`config.mk`:
```
export PLATFORM = sky130hd
export DESIGN_NAME = tsense_i2c_slave
export DESIGN_NICKNAME = d
export VERILOG_FILES = /design/src/rtl/tsi_pkg.sv /design/src/rtl/tsi_bus_sync.sv /design/src/rtl/tsi_link.sv /design/src/rtl/tsi_regfile.sv /design/src/rtl/tsense_i2c_slave.sv
export SDC_FILE = /design/constraint.sdc
export NUM_CORES = 1
export LEC_CHECK = 0
export ABC_AREA = 1
export BUFFER_PORTS_ARGS = -buffer_cell sky130_fd_sc_hd__buf_2
export CORE_ASPECT_RATIO = 0.9
export CORE_UTILIZATION = 50
export DETAILED_ROUTE_END_ITERATION = 10
export PLACE_DENSITY = 0.73
export SYNTH_ARGS = -nofsm -noshare
export SYNTH_HDL_FRONTEND = slang
export SYNTH_SLANG_ARGS = --single-unit
```
`constraint.sdc`:
```
create_clock -name clk_i -period 4.3 [get_ports clk_i]
set_clock_uncertainty 0.05 [all_clocks]
set_input_delay 0.215 -clock clk_i [delete_from_list [all_inputs] [get_ports clk_i]]
set_output_delay 0.215 -clock clk_i [all_outputs]
set_load 0.005 [all_outputs]
```
`src/rtl/tsi_pkg.sv`:
```
package tsi_pkg;
  typedef enum logic [2:0] {
    ST_IDLE, ST_ADDR, ST_AACK, ST_WR, ST_WACK, ST_RD, ST_RACK
  } link_st_e;

  localparam logic [3:0] DEV_ID   = 4'b1001;
  localparam logic [1:0] PTR_TEMP = 2'b00;
  localparam logic [1:0] PTR_CFG  = 2'b01;
  localparam logic [1:0] PTR_HYST = 2'b10;
  localparam logic [1:0] PTR_SET  = 2'b11;
  localparam int unsigned WORD_W  = 16;
endpackage

```
`src/rtl/tsi_bus_sync.sv`:
```
module tsi_bus_sync #(
  parameter int unsigned SYNC_STAGES = 2
) (
  input  logic clk_i,
  input  logic rst_ni,
  input  logic scl_i,
  input  logic sda_i,
  output logic scl_o,
  output logic sda_o,
  output logic rise_o,
  output logic fall_o,
  output logic start_o,
  output logic stop_o
);
  logic [SYNC_STAGES-1:0] scl_ff, sda_ff;
  logic scl_prev, sda_prev;

  always_ff @(posedge clk_i or negedge rst_ni) begin
    if (!rst_ni) begin
      scl_ff   <= '1;
      sda_ff   <= '1;
      scl_prev <= 1'b1;
      sda_prev <= 1'b1;
    end else begin
      scl_ff   <= {scl_ff[SYNC_STAGES-2:0], scl_i};
      sda_ff   <= {sda_ff[SYNC_STAGES-2:0], sda_i};
      scl_prev <= scl_ff[SYNC_STAGES-1];
      sda_prev <= sda_ff[SYNC_STAGES-1];
    end
  end

  assign scl_o   = scl_ff[SYNC_STAGES-1];
  assign sda_o   = sda_ff[SYNC_STAGES-1];
  assign rise_o  = scl_o & ~scl_prev;
  assign fall_o  = ~scl_o & scl_prev;
  // data edges while clock held high
  assign start_o = scl_o & scl_prev & sda_prev & ~sda_o;
  assign stop_o  = scl_o & scl_prev & ~sda_prev & sda_o;
endmodule

```
`src/rtl/tsi_link.sv`:
```
module tsi_link
  import tsi_pkg::*;
(
  input  logic       clk_i,
  input  logic       rst_ni,
  input  logic       sda_i,
  input  logic       rise_i,
  input  logic       fall_i,
  input  logic       start_i,
  input  logic       stop_i,
  input  logic [2:0] addr_sel_i,
  input  logic [7:0] rd_hi_i,
  input  logic [7:0] rd_lo_i,
  output logic       wr_stb_o,
  output logic [1:0] wr_idx_o,
  output logic [7:0] wr_data_o,
  output logic       rd_done_o,
  output logic       sda_oe_o
);
  link_st_e   state;
  logic [3:0] cnt;
  logic [7:0] sh;
  logic [6:0] tx;
  logic       rw, rd_sel, nack;
  logic [1:0] widx;

  logic [7:0] next_rd;
  assign next_rd = rd_sel ? rd_hi_i : rd_lo_i;

  always_ff @(posedge clk_i or negedge rst_ni) begin
    if (!rst_ni) begin
      state     <= ST_IDLE;
      cnt       <= '0;
      sh        <= '0;
      tx        <= '0;
      rw        <= 1'b0;
      rd_sel    <= 1'b0;
      nack      <= 1'b0;
      widx      <= '0;
      wr_stb_o  <= 1'b0;
      wr_idx_o  <= '0;
      wr_data_o <= '0;
      rd_done_o <= 1'b0;
      sda_oe_o  <= 1'b0;
    end else begin
      wr_stb_o  <= 1'b0;
      rd_done_o <= 1'b0;
      if (start_i) begin
        state    <= ST_ADDR;
        cnt      <= '0;
        sda_oe_o <= 1'b0;
      end else if (stop_i) begin
        state    <= ST_IDLE;
        sda_oe_o <= 1'b0;
      end else begin
        unique case (state)
          ST_ADDR: begin
            if (rise_i) begin
              sh  <= {sh[6:0], sda_i};
              cnt <= cnt + 4'd1;
            end else if (fall_i && cnt == 4'd8) begin
              if (sh[7:1] == {DEV_ID, addr_sel_i}) begin
                state    <= ST_AACK;
                sda_oe_o <= 1'b1;
                rw       <= sh[0];
              end else begin
                state <= ST_IDLE;
              end
            end
          end
          ST_AACK: begin
            if (fall_i) begin
              cnt <= '0;
              if (rw) begin
                state    <= ST_RD;
                rd_sel   <= 1'b0;
                tx       <= rd_hi_i[6:0];
                sda_oe_o <= ~rd_hi_i[7];
              end else begin
                state    <= ST_WR;
                sda_oe_o <= 1'b0;
                widx     <= '0;
              end
            end
          end
          ST_WR: begin
            if (rise_i) begin
              sh  <= {sh[6:0], sda_i};
              cnt <= cnt + 4'd1;
            end else if (fall_i && cnt == 4'd8) begin
              wr_stb_o  <= 1'b1;
              wr_data_o <= sh;
              wr_idx_o  <= widx;
              if (widx != 2'd3) widx <= widx + 2'd1;
              state     <= ST_WACK;
              sda_oe_o  <= 1'b1;
            end
          end
          ST_WACK: begin
            if (fall_i) begin
              state    <= ST_WR;
              sda_oe_o <= 1'b0;
              cnt      <= '0;
            end
          end
          ST_RD: begin
            if (rise_i) begin
              cnt <= cnt + 4'd1;
            end else if (fall_i) begin
              if (cnt == 4'd8) begin
                state    <= ST_RACK;
                sda_oe_o <= 1'b0;
              end else if (cnt != 4'd0) begin
                sda_oe_o <= ~tx[6];
                tx       <= {tx[5:0], 1'b0};
              end
            end
          end
          ST_RACK: begin
            if (rise_i) begin
              nack <= sda_i;
            end else if (fall_i) begin
              if (nack) begin
                state     <= ST_IDLE;
                rd_done_o <= 1'b1;
              end else begin
                state    <= ST_RD;
                cnt      <= '0;
                rd_sel   <= ~rd_sel;
                tx       <= next_rd[6:0];
                sda_oe_o <= ~next_rd[7];
              end
            end
          end
          default: ;
        endcase
      end
    end
  end
endmodule

```
`src/rtl/tsi_regfile.sv`:
```
module tsi_regfile
  import tsi_pkg::*;
#(
  parameter int unsigned        TEMP_W    = 9,
  parameter int unsigned        CFG_BITS  = 5,
  parameter logic [TEMP_W-1:0]  TSET_RST  = 9'h0A0,
  parameter logic [TEMP_W-1:0]  THYST_RST = 9'h096
) (
  input  logic              clk_i,
  input  logic              rst_ni,
  input  logic              wr_stb_i,
  input  logic [1:0]        wr_idx_i,
  input  logic [7:0]        wr_data_i,
  input  logic [TEMP_W-1:0] temp_i,
  output logic [7:0]        rd_hi_o,
  output logic [7:0]        rd_lo_o,
  output logic [7:0]        cfg_o,
  output logic [TEMP_W-1:0] tset_o,
  output logic [TEMP_W-1:0] thyst_o
);
  localparam int unsigned PAD      = WORD_W - TEMP_W;
  localparam int unsigned LSB_TAKE = TEMP_W - 8;

  logic [1:0]        ptr;
  logic [7:0]        msb_hold;
  logic [WORD_W-1:0] rd_word;

  always_ff @(posedge clk_i or negedge rst_ni) begin
    if (!rst_ni) begin
      ptr      <= PTR_TEMP;
      msb_hold <= '0;
      cfg_o    <= '0;
      tset_o   <= TSET_RST;
      thyst_o  <= THYST_RST;
    end else if (wr_stb_i) begin
      unique case (wr_idx_i)
        2'd0: ptr <= wr_data_i[1:0];
        2'd1: begin
          if (ptr == PTR_CFG) cfg_o <= {{(8-CFG_BITS){1'b0}}, wr_data_i[CFG_BITS-1:0]};
          else msb_hold <= wr_data_i;
        end
        2'd2: begin
          if (ptr == PTR_SET)  tset_o  <= {msb_hold, wr_data_i[7 -: LSB_TAKE]};
          if (ptr == PTR_HYST) thyst_o <= {msb_hold, wr_data_i[7 -: LSB_TAKE]};
        end
        default: ;
      endcase
    end
  end

  always_comb begin
    unique case (ptr)
      PTR_TEMP: rd_word = {temp_i, {PAD{1'b0}}};
      PTR_HYST: rd_word = {thyst_o, {PAD{1'b0}}};
      PTR_SET:  rd_word = {tset_o, {PAD{1'b0}}};
      default:  rd_word = {cfg_o, cfg_o};
    endcase
  end

  assign rd_hi_o = rd_word[WORD_W-1 -: 8];
  assign rd_lo_o = rd_word[7:0];
endmodule

```
`src/rtl/tsense_i2c_slave.sv`:
```
module tsense_i2c_slave #(
  parameter int unsigned       TEMP_W      = 9,
  parameter int unsigned       CFG_BITS    = 5,
  parameter int unsigned       SYNC_STAGES = 2,
  parameter logic [TEMP_W-1:0] TSET_RST    = 9'h0A0,
  parameter logic [TEMP_W-1:0] THYST_RST   = 9'h096
) (
  input  logic              clk_i,
  input  logic              rst_ni,
  input  logic              scl_i,
  input  logic              sda_i,
  output logic              sda_oe_o,
  input  logic [2:0]        addr_sel_i,
  input  logic [TEMP_W-1:0] temp_i,
  output logic              rd_strobe_o,
  output logic [7:0]        cfg_o,
  output logic [TEMP_W-1:0] tset_o,
  output logic [TEMP_W-1:0] thyst_o
);
  logic scl_s, sda_s, rise, fall, start, stop;
  logic       wr_stb;
  logic [1:0] wr_idx;
  logic [7:0] wr_data, rd_hi, rd_lo;

  tsi_bus_sync #(.SYNC_STAGES(SYNC_STAGES)) sync_i (
    .clk_i(clk_i), .rst_ni(rst_ni), .scl_i(scl_i), .sda_i(sda_i),
    .scl_o(scl_s), .sda_o(sda_s), .rise_o(rise), .fall_o(fall),
    .start_o(start), .stop_o(stop)
  );

  tsi_link link_i (
    .clk_i(clk_i), .rst_ni(rst_ni), .sda_i(sda_s), .rise_i(rise), .fall_i(fall),
    .start_i(start), .stop_i(stop), .addr_sel_i(addr_sel_i),
    .rd_hi_i(rd_hi), .rd_lo_i(rd_lo), .wr_stb_o(wr_stb), .wr_idx_o(wr_idx),
    .wr_data_o(wr_data), .rd_done_o(rd_strobe_o), .sda_oe_o(sda_oe_o)
  );

  tsi_regfile #(
    .TEMP_W(TEMP_W), .CFG_BITS(CFG_BITS), .TSET_RST(TSET_RST), .THYST_RST(THYST_RST)
  ) regs_i (
    .clk_i(clk_i), .rst_ni(rst_ni), .wr_stb_i(wr_stb), .wr_idx_i(wr_idx),
    .wr_data_i(wr_data), .temp_i(temp_i), .rd_hi_o(rd_hi), .rd_lo_o(rd_lo),
    .cfg_o(cfg_o), .tset_o(tset_o), .thyst_o(thyst_o)
  );
endmodule

```
==> impl_metrics.tcl, run 1 <==
set metrics [dict create \
    period_share_pct 45.9 \
    final-instance-count-excl-fill 642 \
    place_hpwl_um 6450 \
    first_global_vias 3236 \
    clock-root-buffer "clkbuf_8" \
    syn_area_um2 4040 \
    fin_crit_ns 1.97 \
    use_met1_pct 32.4 \
    startpoint "link_i.state[2]" \
    cts_made_buffers 9 \
    final_common_cell "nand2_1" \
    use_met3_pct 6.34 \
    tns_ns 0 \
    grt_first_pass_wirelength_um 15400 \
    wl_per_cell_um 13.9 \
    status "complete, no violations" \
    area_growth_pct 12.4 \
    finalHoldViolCount 0 \
    use_met2_pct 36.2 \
    first_iter_violations 257 \
    core_um2 7690 \
    tightest_slew_ns 0.985 \
    dieArea_um2 8440 \
    cp-end-kind "flip-flop" \
    required_ns 4.52 \
    grtUsageTotal_pct 23.3 \
    mostFrequentLayoutCells "nand2_1, dfrtp_1, inv_1" \
    ys_warn_count 0 \
    drt_first_pass_iters 5 \
    die_h_um 87.2 \
    dp.cells 623 \
    setup_viol 0 \
    grt_max_degree 80 \
    worstPathMaxFanout 18 \
    initial_utilization_pct 52.5 \
    num_antenna_cells 0 \
    startpoint_type "flip-flop" \
    drc 0 \
    cts_resized 0 \
    wl_um 8930 \
    max_slew_margin_pct 34.4 \
    gp_congestion 0.906 \
    vias 3373 \
    drive_above_1_share_pct 20.0 \
    path_clk_slew_ns 0.09 \
    post_cts_buffers 0 \
    cts_sinks 79 \
    min_path_type "in -> reg" \
    grt_overflow 0 \
    pwr_density_cell_nw_per_um2 484 \
    h-tree-depth 3 \
    cp.arrival_ns 2.19 \
    ctsHoldBuffers 3 \
    fp-row-count 30 \
    clk_latency_ns 0.37 \
    die_w_um 96.7 \
    total_power_uw 2200 \
    rsz0062_at_grt "no" \
    fmax_ghz 0.507 \
    vias_per_cell 5.25 \
    r2r_start "link_i.state[2]" \
    postSynthCellCount 498 \
    p_leak_uw 0.00225 \
    ir_worst_vdd_mv 0.237 \
    avgSynthCellArea_um2 8.11 \
    path_class "reg -> reg" \
    io_pins 44 \
    synth.distinct_cells 39 \
    hold_start "temp_i[6]" \
    yosysSeqAreaShare_pct 49.3 \
    clockBufferDepth 2 \
    cts_tree "built" \
    slew_violations 0 \
    ys_seq_elements 79 \
    antenna_found_initial 0 \
    drtAntennaViolNets 0 \
    top_usage_layer "met2" \
    fin_nets 560 \
    final.fill_count 676 \
    drv_cap 0 \
    portBuffers 40 \
]
-- cell usage after synthesis (all sizes together) --
cell    instances  share of area, %
a211oi          1              0.19
a21oi          16               2.1
and3            1              0.16
buf            13               2.2
clkinv          2              0.25
conb            1             0.093
dfrtp          67                42
dfstp          12               7.8
ha              3              0.93
inv            68               6.4
mux2            7               2.0
nand2         141                14
nand3          31               4.5
nand3b          1              0.19
nand4           5              0.77
nor2           43               5.0
nor3            5               1.1
nor4            2              0.68
o211ai          2              0.37
o21a            1              0.19
o21ai          67               8.6
o22ai           8               1.2
or2             1              0.16
-- where the power goes --
part | internal, uW | switching, uW | leakage [uW] | total, uW
sequential | 846 | 94.1 | 0.00103 | 940
clock | 334 | 296 | 0.000111 | 630
combinational | 212 | 414 | 0.00110 | 627
total | 1390 | 804 | 0.00225 | 2200
-- flip-flops by register name, summed over array words and instances (netlist names), 2 cells and up --
signal / cells
link_i.wr_data_o: 8
sync_i.scl_ff: 2
regs_i.msb_hold: 8
link_i.tx: 7
link_i.cnt: 4
link_i.wr_idx_o: 2
link_i.widx: 2
regs_i.tset_o: 9
regs_i.thyst_o: 9
sync_i.sda_ff: 2
link_i.state: 3
link_i.sh: 8
regs_i.cfg_o: 5
regs_i.ptr: 2
-- metrics by stage --
step	worst slack, ns	util [%]	hold WS (ns)	cell area [um2]
after floorplan	2.73	-	-0.131	4040
after global placement	2.37	55.6	0.271	4280
after detailed placement	2.35	55.6	0.272	4280
after CTS	2.31	58.9	0.196	4540
after global routing	2.11	58.9	0.250	4540
final	2.33	58.9	0.205	4540
-- critical path, stage by stage, from the launching register on --
cell and delay, ns:
dfrtp_1 0.65, nand3_2 0.39, inv_1 0.17, nand2_1 0.07
nand2_1 0.07, nor3_2 0.05, nand2_2 0.15, clkinv_2 0.14
nand2_1 0.09, o21ai_2 0.05
-- worst paths after layout --
check | end | slack [ns] | depth (start not counted)
worst max-delay path | link_i.tx[4] | 2.33 | 9
worst min-delay path | link_i.tx[5] | 0.20 | 5
worst max register to register | link_i.tx[4] | 2.33 | 9
worst min register to register | sync_i.scl_ff[1] | 0.29 | 0
max in group asynchronous | link_i.sh[2] | 3.04 | 2
min in group asynchronous | regs_i.tset_o[1] | 0.49 | 2
-- layout make-up --
class                      count  area, um2  share of cell area, %
clock buffer                   9        124                   2.73
clock inverter                 7        103                   2.26
inverter                      70        268                   5.90
multi-input combinational    338       1700                   37.4
sequential                    79       1990                   43.9
tap                           96        120                   2.65
timing repair buffer          43        233                   5.13
-- metal layers --
metal  wire, um  up-vias
met5          0        -
met4        140        0
met3        473       16
met2       3970      101
met1       4350     1568
li1           -     1688
-- kinds of logic (layout without fill, tap and decap cells) --
| group | after synthesis | in the layout | synth area share, % |
|---|---|---|---|
| muxes | 7 | 7 | 1.95 |
| and+or+nand+nor | 230 | 230 | 26.2 |
| other | 1 | 3 | 0.0929 |
| buffers and inverters | 83 | 129 | 8.80 |
| AOI/OAI and AO/OA | 95 | 95 | 12.6 |
| DFF | 79 | 79 | 49.3 |
| adders and majority gates | 3 | 3 | 0.930 |
Note: power is estimated with default switching activity, not from simulation.
==> inputs of run 2 (changes only) <==
- clock period: 4.3 -> 2 ns (I/O delays scaled with it)
==> impl_metrics.tcl, run 2 (same netlist as run 1, synthesis figures left out) <==
set metrics [dict create \
    period_share_pct 91.2 \
    cts_tree "built" \
    portBuffers 40 \
    grt_max_degree 45 \
    slew_violations 0 \
    cpMaxStageDelayCell "dfrtp_1" \
    cp-end-kind "flip-flop" \
    die_h_um 87.2 \
    finalHoldViolCount 0 \
    cp_cell_sequence "inv_2 > nor2_4 > nand2_1 > nand2_1 > nor2_2 > nand2_2 > clkinv_2 > nand2_1 > o21ai_2" \
    path_class "reg -> reg" \
    initial_utilization_pct 52.5 \
    path_clk_slew_ns 0.09 \
    drv_cap 0 \
    wl_per_cell_um 13.9 \
    clk_latency_ns 0.36 \
    startpoint_type "flip-flop" \
    fin_crit_ns 1.82 \
    drtAntennaViolNets 0 \
    fin_nets 567 \
    p_leak_uw 0.00227 \
    h-tree-depth 3 \
    grt_first_pass_wirelength_um 15500 \
    fin_util_pct 59.7 \
    die_w_um 96.7 \
    wl_um 9010 \
    fmax_ghz 0.548 \
    mostFrequentLayoutCells "nand2_1, dfrtp_1, inv_1" \
    total_power_uw 4660 \
    grt_overflow 0 \
    dieArea_um2 8440 \
    cp_slowest_stage_delay_ns 0.65 \
    first_global_vias 3270 \
    gp_congestion 0.963 \
    antenna_found_initial 0 \
    status "complete, no violations" \
    drt_first_pass_iters 6 \
    required_ns 2.21 \
    final_common_cell "nand2_1" \
    worstPathMaxFanout 10 \
    fp-row-count 30 \
    num_antenna_cells 0 \
    drc 0 \
    fin_area_um2 4590 \
    min_path_type "in -> reg" \
    cts_sinks 79 \
    io_pins 44 \
    dpl_cell_area_um2 4340 \
    first_iter_violations 187 \
    path_common_cell "nand2_1" \
    setup_viol 0 \
    core_um2 7690 \
    clockBufferDepth 2 \
    place_hpwl_um 6760 \
    vias 3390 \
    area_growth_pct 13.7 \
    reg.largest.list "regs_i.thyst_o: 9 flops, regs_i.tset_o: 9 flops" \
    vias_per_cell 5.22 \
    tns_ns 0 \
    post_cts_buffers 0 \
    pwr_density_cell_nw_per_um2 1010 \
    cp.arrival_ns 2.03 \
    cts_made_buffers 9 \
    rsz0062_at_grt "no" \
    grtUsageTotal_pct 23.2 \
    drive_above_1_share_pct 21.5 \
    clock-root-buffer "clkbuf_8" \
    ir_worst_vdd_mv 0.533 \
]
==> run 2: cell type report <==
cell class | count | area (um2)
clock buffers | 9 | 124
clock inverters | 7 | 85.1
fillers | 694 | 3100
inverters | 70 | 268
multi-input cells | 338 | 1700
flip-flops and latches | 79 | 1990
well taps | 96 | 120
repair buffers | 50 | 298
==> run 2: critical path: cells and delay by family, from the launching register on <==
family | cells | cell delay [ns]
AOI/OAI and AO/OA | 1 | 0.05
buffers and inverters | 2 | 0.27
DFF | 1 | 0.65
and+or+nand+nor | 6 | 0.71
==> run 2: timing repair <==
item / CTS / global route
hold endpoints to repair: 37 / 0
gates resized for setup: 0 / 3
hold buffers: 3 / 0
endpoints found under the setup margin: 0 / 8
==> run 2: path summary, 6_finish.rpt <==
check	start	end	slack, ns	depth (start not counted)
hold reg to reg	sync_i.sda_ff[0]	sync_i.sda_ff[1]	0.31	0
setup / recovery	link_i.state[2]	link_i.tx[4]	0.18	9
min in group asynchronous	rst_ni	regs_i.tset_o[1]	0.18	2
hold / removal	temp_i[6]	link_i.tx[5]	0.07	5
setup reg to reg	link_i.state[2]	link_i.tx[4]	0.18	9
max in group asynchronous	rst_ni	regs_i.thyst_o[2]	1.09	3
==> run 2: power by group <==
| part | internal, uW | switching, uW | leakage [uW] | total [uW] |
|---|---|---|---|---|
| Clock | 602 | 646 | 0.000100 | 1250 |
| Sequential | 1820 | 195 | 0.00103 | 2010 |
| Combinational | 481 | 913 | 0.00114 | 1390 |
==> run 2: stage by stage <==
step                setup slack, ns  cells  hold slack (ns)
finish                        0.176    649           0.0709
global route                 0.0201    649           0.0964
CTS                           0.145    649           0.0603
detailed placement            0.161    630           0.0336
global placement              0.183    630           0.0282
floorplan                     0.430    500           -0.246
==> run 2: routing by layer <==
layer | part of all wire (%) | global-route usage [%] | vias up
li1 | - | - | 1701
met1 | 49 | 32.4 | 1587
met2 | 46 | 37.4 | 94
met3 | 4.6 | 5.22 | 8
met4 | 0.84 | 4.88 | 0
met5 | 0 | 0 | -
==> inputs of run 3 (changes only) <==
- CELL_PAD_IN_SITES_DETAIL_PLACEMENT: not set -> 0
- CELL_PAD_IN_SITES_GLOBAL_PLACEMENT: not set -> 1
- CORE_UTILIZATION: 50 -> 44
- PLACE_DENSITY: 0.73 -> 0.83
==> impl_metrics.tcl, run 3 (same netlist as run 1, synthesis figures left out) <==
set metrics [dict create \
    worstPathMaxFanout 10 \
    pwr_density_cell_nw_per_um2 999 \
    cp_slowest_stage_delay_ns 0.64 \
    fin_crit_ns 1.82 \
    grt_first_pass_wirelength_um 15300 \
    grt_max_degree 33 \
    grt_overflow 0 \
    final_common_cell "nand2_1" \
    cp.arrival_ns 2.02 \
    initial_utilization_pct 46.2 \
    ir_worst_vdd_mv 0.458 \
    p_leak_uw 0.00227 \
    rsz0062_at_grt "no" \
    slew_violations 0 \
    critical-path-top-delay-family "simple AND/OR/NAND/NOR gates" \
    fin_nets 569 \
    clk_latency_ns 0.35 \
    period_share_pct 91.2 \
    die_h_um 92.9 \
    mostFrequentLayoutCells "nand2_1, dfrtp_1, inv_1" \
    path_buf_inv 2 \
    path_class "reg -> reg" \
    dp.cells 655 \
    required_ns 2.20 \
    antenna_found_initial 0 \
    min_path_type "in -> reg" \
    portBuffers 40 \
    vias 3369 \
    place_hpwl_um 6920 \
    cts_made_buffers 9 \
    vias_per_cell 5.00 \
    fmax_ghz 0.548 \
    grtUsageTotal_pct 21.3 \
    post_cts_buffers 0 \
    startpoint_type "flip-flop" \
    drive_above_1_share_pct 21.8 \
    drt_first_pass_iters 5 \
    gp_congestion 0.959 \
    first_global_vias 3244 \
    io_pins 44 \
    h-tree-depth 3 \
    reg.largest.list "regs_i.thyst_o: 9 flops, regs_i.tset_o: 9 flops" \
    finalHoldViolCount 0 \
    tns_ns 0 \
    drtAntennaViolNets 0 \
    drc 0 \
    wl_um 9150 \
    num_antenna_cells 0 \
    dieArea_um2 9560 \
    path_common_cell "nand2_1" \
    cp_cell_sequence "inv_2 > nor2_4 > nand2_1 > nand2_1 > nor2_2 > nand2_2 > clkinv_2 > nand2_1 > o21ai_2" \
    drv_cap 0 \
    die_w_um 103 \
    path_clk_slew_ns 0.09 \
    setup_viol 0 \
    fin_util_pct 52.9 \
    wl_per_cell_um 13.6 \
    clock-root-buffer "clkbuf_8" \
    cts_sinks 79 \
    first_iter_violations 261 \
    clockBufferDepth 2 \
    final-instance-count-excl-fill 674 \
    cts_tree "built" \
    core_um2 8730 \
    area_growth_pct 14.4 \
    status "complete, no violations" \
    cp-end-kind "flip-flop" \
    fp-row-count 32 \
    cpMaxStageDelayCell "dfrtp_1" \
]
==> run 3: cell count changes in the layout (fill, tap and decap cells not counted) <==
cell / delta
buf_4: +3
inv_8: -2
buf_12: -1
clkinvlp_4: +1
inv_1: +1
inv_2: -1
inv_6: +1
nand2_1: -1
nand2_2: +1
==> run 3: final timing paths <==
kind	cells after the start	slack, ns	startpoint	end
worst max register to register	9	0.18	link_i.state[2]	link_i.tx[4]
max in group asynchronous	3	1.02	rst_ni	regs_i.thyst_o[4]
worst max-delay path	9	0.18	link_i.state[2]	link_i.tx[4]
worst min-delay path	5	0.1	temp_i[6]	link_i.tx[5]
min in group asynchronous	2	0.17	rst_ni	regs_i.thyst_o[6]
worst min register to register	0	0.31	sync_i.scl_ff[0]	sync_i.scl_ff[1]
==> run 3: per-layer routing <==
metal  up-vias  GRT usage (%)  wire [um]
met3         8           6.72        558
met5         -              0          0
met2       109           33.2       4260
met4         0           5.40         62
li1       1709              -          -
met1      1543           28.7       4270
==> run 3: per-stage QoR <==
stage / setup WS [ns] / power, uW / hold slack, ns / instance area [um2]
after floorplan: 0.430 / 3070 / -0.246 / 4040
after global placement: 0.179 / 3400 / 0.00433 / 4380
after detailed placement: 0.155 / 3410 / 0.00826 / 4380
after CTS: 0.127 / 4650 / 0.0903 / 4610
after global routing: 0.00971 / 4970 / 0.0950 / 4620
final: 0.177 / 4610 / 0.0986 / 4620
==> run 3: worst register-to-register path, cell delays in order, from the launching register on <==
cell and delay (ns):
dfrtp_1 0.64, inv_2 0.14, nor2_4 0.23, nand2_1 0.10, nand2_1 0.08, nor2_2 0.05, nand2_2 0.16, clkinv_2 0.14
nand2_1 0.10, o21ai_2 0.05
==> run 3: power by group <==
part	switching [uW]	internal [uW]
registers	190	1820
clock network	625	589
logic	903	486
==> run 3: repair_timing <==
action | in CTS | in global routing
hold endpoints to repair | 32 | 0
resized for setup | 0 | 3
hold buffers | 3 | 0
setup endpoints to repair | 0 | 11
==> run 3: area by class of cell <==
cell class                      instances  area, um2
Clock buffer                            9        124
Clock inverter                          7       78.8
Fill cell                             822       4110
Inverter                               70        268
Multi-Input combinational cell        338       1710
Sequential cell                        79       1990
Tap cell                              119        149
Timing Repair Buffer                   52        300
